[src/rtl/mdio_pkg.sv]
`timescale 1ns/1ps
package mdio_pkg;
  // frame layout, counted from the first bit on the wire
  localparam int PRE_BITS   = 32;
  localparam int HDR_BITS   = PRE_BITS + 2 + 2 + 5 + 5;  // index of first turnaround bit
  localparam int FRAME_BITS = HDR_BITS + 2 + 16;
  localparam int IDX_W      = $clog2(FRAME_BITS);

  // command/status word layout
  localparam int WR_BIT   = 0;
  localparam int RD_BIT   = 1;
  localparam int BUSY_BIT = 3;
  localparam int NV_BIT   = 4;

  function automatic logic [FRAME_BITS-1:0] build_frame(input logic rd,
                                                        input logic [4:0] pa,
                                                        input logic [4:0] ra,
                                                        input logic [15:0] wd);
    logic [1:0]  op;
    logic [1:0]  ta;
    logic [15:0] dt;
    op = rd ? 2'b10 : 2'b01;
    ta = rd ? 2'b11 : 2'b10;
    dt = rd ? 16'hFFFF : wd;
    return {{PRE_BITS{1'b1}}, 2'b01, op, pa, ra, ta, dt};
  endfunction
endpackage

[src/rtl/mdio_tick_gen.sv]
`timescale 1ns/1ps
module mdio_tick_gen #(
  parameter int DIV = 4
) (
  input  logic clk,
  input  logic rst,
  input  logic en,
  output logic tick
);
  generate
    if (DIV <= 1) begin : g_pass
      assign tick = en;
    end else begin : g_cnt
      localparam int CW = $clog2(DIV);
      localparam logic [CW-1:0] LAST = CW'(DIV - 1);
      logic [CW-1:0] cnt;

      always_ff @(posedge clk) begin
        if (rst || !en)       cnt <= '0;
        else if (cnt == LAST) cnt <= '0;
        else                  cnt <= cnt + 1'b1;
      end

      assign tick = en && (cnt == LAST);

      // half-periods are at least two system clocks apart
      a_r8_tick_gap: assert property (@(posedge clk) disable iff (rst)
        tick |=> !tick);
    end
  endgenerate
endmodule

[src/rtl/mdio_frame_eng.sv]
`timescale 1ns/1ps
module mdio_frame_eng
  import mdio_pkg::*;
#(
  parameter int DIV = 4
) (
  input  logic        clk,
  input  logic        rst,
  input  logic        start,
  input  logic        start_rd,
  input  logic [4:0]  pa,
  input  logic [4:0]  ra,
  input  logic [15:0] wd,
  input  logic        mdio_i,
  output logic        mdc,
  output logic        mdio_o,
  output logic        mdio_oe,
  output logic        busy,
  output logic        is_rd,
  output logic        fin,
  output logic [15:0] rdata,
  output logic        nvalid
);
  localparam logic [IDX_W-1:0] I_LAST = IDX_W'(FRAME_BITS - 1);
  localparam logic [IDX_W-1:0] I_HDR  = IDX_W'(HDR_BITS);
  localparam logic [IDX_W-1:0] I_TA2  = IDX_W'(HDR_BITS + 1);
  localparam logic [IDX_W-1:0] I_PRE  = IDX_W'(PRE_BITS);

  logic                  tick;
  logic [IDX_W-1:0]      bit_idx;
  logic [IDX_W-1:0]      nxt_idx;
  logic [FRAME_BITS-1:0] shreg;
  logic [FRAME_BITS-1:0] frame;

  mdio_tick_gen #(.DIV(DIV)) u_tick (
    .clk (clk),
    .rst (rst),
    .en  (busy),
    .tick(tick)
  );

  assign frame   = build_frame(start_rd, pa, ra, wd);
  assign nxt_idx = bit_idx + 1'b1;
  assign fin     = busy && tick && mdc && (bit_idx == I_LAST);

  always_ff @(posedge clk) begin
    if (rst) begin
      busy    <= 1'b0;
      is_rd   <= 1'b0;
      mdc     <= 1'b0;
      mdio_o  <= 1'b1;
      mdio_oe <= 1'b0;
      bit_idx <= '0;
      shreg   <= '0;
      rdata   <= '0;
      nvalid  <= 1'b0;
    end else if (!busy) begin
      if (start) begin
        busy    <= 1'b1;
        is_rd   <= start_rd;
        mdc     <= 1'b0;
        mdio_o  <= frame[FRAME_BITS-1];
        mdio_oe <= 1'b1;
        shreg   <= {frame[FRAME_BITS-2:0], 1'b0};
        bit_idx <= '0;
        nvalid  <= 1'b0;
        rdata   <= '0;
      end
    end else if (tick) begin
      if (!mdc) begin
        // rising MDC edge: sample the PHY during a read
        mdc <= 1'b1;
        if (is_rd) begin
          if (bit_idx == I_TA2 && mdio_i) nvalid <= 1'b1;
          if (bit_idx > I_TA2)            rdata  <= {rdata[14:0], mdio_i};
        end
      end else begin
        // falling MDC edge: present the next bit or finish
        mdc <= 1'b0;
        if (bit_idx == I_LAST) begin
          busy    <= 1'b0;
          mdio_oe <= 1'b0;
          mdio_o  <= 1'b1;
        end else begin
          bit_idx <= nxt_idx;
          mdio_o  <= shreg[FRAME_BITS-1];
          shreg   <= {shreg[FRAME_BITS-2:0], 1'b0};
          mdio_oe <= !(is_rd && (nxt_idx >= I_HDR));
        end
      end
    end
  end

  // MDC is parked low between frames
  a_r8_mdc_idle_low: assert property (@(posedge clk) disable iff (rst)
    !busy |-> !mdc);

  // the line is released for turnaround and data during a read
  a_r3_read_release: assert property (@(posedge clk) disable iff (rst)
    (busy && is_rd && bit_idx >= I_HDR) |-> !mdio_oe);

  // the preamble is driven as ones
  a_r2_preamble_ones: assert property (@(posedge clk) disable iff (rst)
    (busy && bit_idx < I_PRE) |-> (mdio_oe && mdio_o));
endmodule

[src/rtl/mdio_mgmt.sv]
`timescale 1ns/1ps
module mdio_mgmt
  import mdio_pkg::*;
#(
  parameter int         CLK_DIV      = 4,
  parameter logic [4:0] PHY_ADDR_RST = 5'd0
) (
  input  logic        clk,
  input  logic        rst,
  input  logic        wr_en,
  input  logic [31:0] wr_data,
  output logic [31:0] rd_data,
  output logic        mdc,
  input  logic        mdio_i,
  output logic        mdio_o,
  output logic        mdio_oe
);
  logic [15:0] data_q;
  logic [4:0]  phy_q;
  logic [4:0]  reg_q;
  logic        nv_q;

  logic        busy;
  logic        eng_rd;
  logic        eng_fin;
  logic [15:0] eng_rdata;
  logic        eng_nv;

  logic accept;
  logic start;
  logic start_rd;
  logic unused_bits;

  assign accept      = wr_en && !busy;
  assign start_rd    = wr_data[RD_BIT];
  assign start       = accept && (wr_data[RD_BIT] || wr_data[WR_BIT]);
  assign unused_bits = ^wr_data[5:2];

  mdio_frame_eng #(.DIV(CLK_DIV)) u_eng (
    .clk     (clk),
    .rst     (rst),
    .start   (start),
    .start_rd(start_rd),
    .pa      (wr_data[15:11]),
    .ra      (wr_data[10:6]),
    .wd      (wr_data[31:16]),
    .mdio_i  (mdio_i),
    .mdc     (mdc),
    .mdio_o  (mdio_o),
    .mdio_oe (mdio_oe),
    .busy    (busy),
    .is_rd   (eng_rd),
    .fin     (eng_fin),
    .rdata   (eng_rdata),
    .nvalid  (eng_nv)
  );

  always_ff @(posedge clk) begin
    if (rst) begin
      data_q <= '0;
      phy_q  <= PHY_ADDR_RST;
      reg_q  <= '0;
      nv_q   <= 1'b0;
    end else if (accept) begin
      data_q <= wr_data[31:16];
      phy_q  <= wr_data[15:11];
      reg_q  <= wr_data[10:6];
      if (start) nv_q <= 1'b0;
    end else if (eng_fin && eng_rd) begin
      data_q <= eng_rdata;
      nv_q   <= eng_nv;
    end
  end

  assign rd_data = {data_q, phy_q, reg_q, 1'b0, nv_q, busy, 3'b000};

  // address fields cannot move while a frame runs
  a_r7_fields_hold: assert property (@(posedge clk) disable iff (rst)
    busy |=> ($stable(phy_q) && $stable(reg_q)));

  // the line is only driven inside a busy window
  a_r5_drive_in_busy: assert property (@(posedge clk) disable iff (rst)
    mdio_oe |-> busy);

  // a new command clears the not-valid flag
  a_r6_nv_cleared: assert property (@(posedge clk) disable iff (rst)
    start |=> !nv_q);

  // busy rises right after a command is taken
  a_r5_busy_rise: assert property (@(posedge clk) disable iff (rst)
    start |=> busy);
endmodule

[config.mk]
export PLATFORM = sky130hd
export DESIGN_NAME = mdio_mgmt
export DESIGN_NICKNAME = d
export VERILOG_FILES = /design/src/rtl/mdio_pkg.sv /design/src/rtl/mdio_tick_gen.sv /design/src/rtl/mdio_frame_eng.sv /design/src/rtl/mdio_mgmt.sv
export SDC_FILE = /design/constraint.sdc
export NUM_CORES = 1
export LEC_CHECK = 0
export BUFFER_PORTS_ARGS = -buffer_cell sky130_fd_sc_hd__buf_2
export CAP_MARGIN = 0
export CORE_UTILIZATION = 50
export DETAILED_ROUTE_END_ITERATION = 8
export PLACE_DENSITY = 0.75
export SLEW_MARGIN = 20
export SYNTH_ARGS = -nofsm -noshare
export SYNTH_HDL_FRONTEND = slang
export SYNTH_SLANG_ARGS = --single-unit
[constraint.sdc]
create_clock -name clk -period 2.6 [get_ports clk]
set_clock_uncertainty 0.15 [all_clocks]
set_input_delay 0.26 -clock clk [delete_from_list [all_inputs] [get_ports clk]]
set_output_delay 0.26 -clock clk [all_outputs]
set_load 0.05 [all_outputs]
==> metrics <==
RD Place Congestion=0.8069; All-Layer GR Usage=22.29%; commonest cells after routing, fill and taps aside=119 x dfxtp_1, 62 x nand2_1, 62 x buf_2; Rel. slew slack=between 30% and 40%; final instance area=approximately 0.006 sq mm; synthesized flop and latch total=120; post-DR wirelength/cell=~15 um; Power per Cell Area=805.3 mW/mm^2; worst hold path type=in -> reg; register area share after synthesis=between 40% and 50%; Die Y=101.9 um; fin crit share=between 80% and 90%; # diodes=0; die width=101.9 um; Post-DRT Antenna Nets=0; WP data required=around 2.8 ns; Cell Rows=36; TritonCTS clock tree=yes; Net Sw Frac=between 20 and 30%; largest net degree at the start of global routing=83; setup TNS=0 ns; # DRC=0; TritonRoute pass-1 iters=5; Pint=~3700 uW; Lkg Pwr=0.002336 uW; largest fanout on the critical path=50; post-route setup slack=0.4163 ns; Tot Pwr=4938 uW; initial core utilization=around half; Max Cap Viol=0; sequential cell area=0.002404 sq mm; final max-slew violation count=0; Hold WS=0.02185 ns; # nets final=approximately 620; dpl hpwl=a little under 7000 um; Ports=71; Via Count=around 4200; antenna violations before repair=0; layout cell share with drive strength beyond 1=27.18%; FF-to-FF setup slack=roughly 0.42 ns; Final Hold Viols=0; Post-CTS Setup Inserts=0; Placement Setup Slack=between 0.4 and 0.5 ns; Async SR Flop Fraction=0%; htree depth=4; TritonCTS buffer count=17; drt via density=about 5.8; Worst-path clk slew=0.05 ns; leading cell type in the layout, fill and taps excluded=dfxtp_1; Synth Warn #=0; DR iter-0 viols=~320; Mapped Cells=between 500 and 600; IO Port Bufs=62; Combinational Power Share=11.7%; dpl cell area=about 0.0053 sq mm; critical path arrival=2.42 ns; post_cts resized=0; status=complete, no violations; CP Capture Type=register; top_reg_cell synth=dfxtp_1; EDFF count, synth=0; Slew @ Worst Pin=between 0.9 and 1 ns; Mean Syn Cell Area=slightly below 10 sq um; vias in the first global route=3726; TritonCTS Sinks=between 100 and 150; Root Buffer=clkbuf_8; Post-Route WL=about 11000 um; fin crit period=roughly 2.2 ns; Reg power frac=between 40 and 50%; GRT overflow=0; Psw=1251 uW; first-pass GRT wire length=about 18000 um; Clock Path Buffers=2; Placeable Area=between 0.009 and 0.01 sq mm; Area Overhead vs Synth=22.86%; CP startpoint kind=register; Distinct cells, synth=between 50 and 60; Clock Latency Late Sink=0.50 ns; worst vdd ir=~0.00044 V; synthesized cell area=approximately 0.0050 sq mm; area of the multi-input gates=0.002262 sq mm; number of fill cells=~800; CP Class=reg -> reg; die area=~0.010 sq mm; Setup-failing EPs final=0; Highest Clock Rate=approximately 460 MHz; unrepaired setup endpoints after global routing=false; clock share of power=a little under half
## power by group through the flow
| stage | combinational (uW) | clock [uW] | sequential (uW) |
|---|---|---|---|
| 5_1_grt | 624 | 2450 | 2040 |
| 4_1_cts | 574 | 2350 | 2030 |
| 6_report | 577 | 2330 | 2030 |
| 3_5_place_dp | 539 | 0 | 2060 |
| 3_3_place_gp | 525 | 0 | 2060 |
| 2_1_floorplan | 346 | 0 | 2140 |
## logic make-up (layout without fill, tap and decap cells)
| group | count (synthesis) | in the layout | synth area share, % |
|---|---|---|---|
| DFF | 120 | 120 | 48.13 |
| muxes | 10 | 10 | 2.006 |
| buffers and inverters | 61 | 138 | 6.769 |
| AOI/OAI and AO/OA | 168 | 168 | 26.57 |
| xor gates and xnor gates | 4 | 4 | 0.7021 |
| other | 1 | 4 | 0.07513 |
| and+or+nand+nor | 149 | 149 | 14.99 |
| adders and majority gates | 3 | 3 | 0.7521 |
## Yosys cell counts, types with 6 or more instances
cell | count | area [sq um]
dfxtp_1 | 120 | 2402
nand2_1 | 62 | 232.7
a21oi_1 | 53 | 265.3
o221a_2 | 33 | 371.6
nor3_1 | 32 | 160.2
nand3_1 | 24 | 120.1
buf_2 | 23 | 115.1
a211oi_1 | 18 | 135.1
a22oi_1 | 17 | 127.6
clkbuf_1 | 16 | 60.06
o22ai_1 | 15 | 93.84
buf_4 | 11 | 82.58
mux2i_1 | 10 | 100.1
a211oi_2 | 9 | 112.6
o21ai_0 | 6 | 30.03
## critical path: stages, from the launching register on
cell	delay, ns
dfxtp_1	0.44
ha_1	0.33
nand3_1	0.17
o21ai_2	0.21
nand2_2	0.21
buf_12	0.27
o221a_2	0.27
## registers in the layout (all words and copies together) (netlist names)
name / count
u_eng.busy: 1
u_eng.rdata: 16
phy_q: 5
u_eng.mdio_o: 1
reg_q: 5
nv_q: 1
u_eng.nvalid: 1
u_eng.bit_idx: 6
data_q: 16
u_eng.mdio_oe: 1
u_eng.is_rd: 1
u_eng.mdc: 1
u_eng.shreg: 63
u_eng.u_tick.g_cnt.cnt: 2
## routing by layer
metal	share of wire [%]	track usage (%)	vias to the layer above
met5	0	0	-
met4	1.5	8.462	0
met3	5.8	5.951	18
met2	46	33.37	145
met1	47	30.74	2001
li1	-	-	2053
## cell type report
| type | count | share of cell area (%) |
|---|---|---|
| clock inverters | 11 | 2.387 |
| inverters | 5 | 0.3061 |
| repair buffers | 101 | 11.18 |
| well taps | 133 | 2.714 |
| clock buffers | 21 | 7.325 |
| flip-flops and latches | 120 | 39.20 |
| multi-input cells | 338 | 36.89 |
## per-stage QoR
step,util (%),std cells
after floorplan,-,519
after global placement,54.03,669
after detailed placement,54.03,669
after CTS,63.03,729
after global routing,63.03,729
final,63.03,729
## what timing repair did
item	in CTS	in global routing
setup endpoints to repair	0	0
hold buffers	28	0
endpoints found under the hold margin	52	0
## path summary, 6_finish.rpt
kind,from,to,cells past startpoint
setup / recovery,u_eng.bit_idx[0],u_eng.shreg[57],6
hold / removal,wr_data[1],u_eng.is_rd,3
setup reg to reg,u_eng.bit_idx[0],u_eng.shreg[57],6
hold reg to reg,u_eng.u_tick.g_cnt.cnt[0],u_eng.u_tick.g_cnt.cnt[0],1
(Power assumes the default switching activity.)
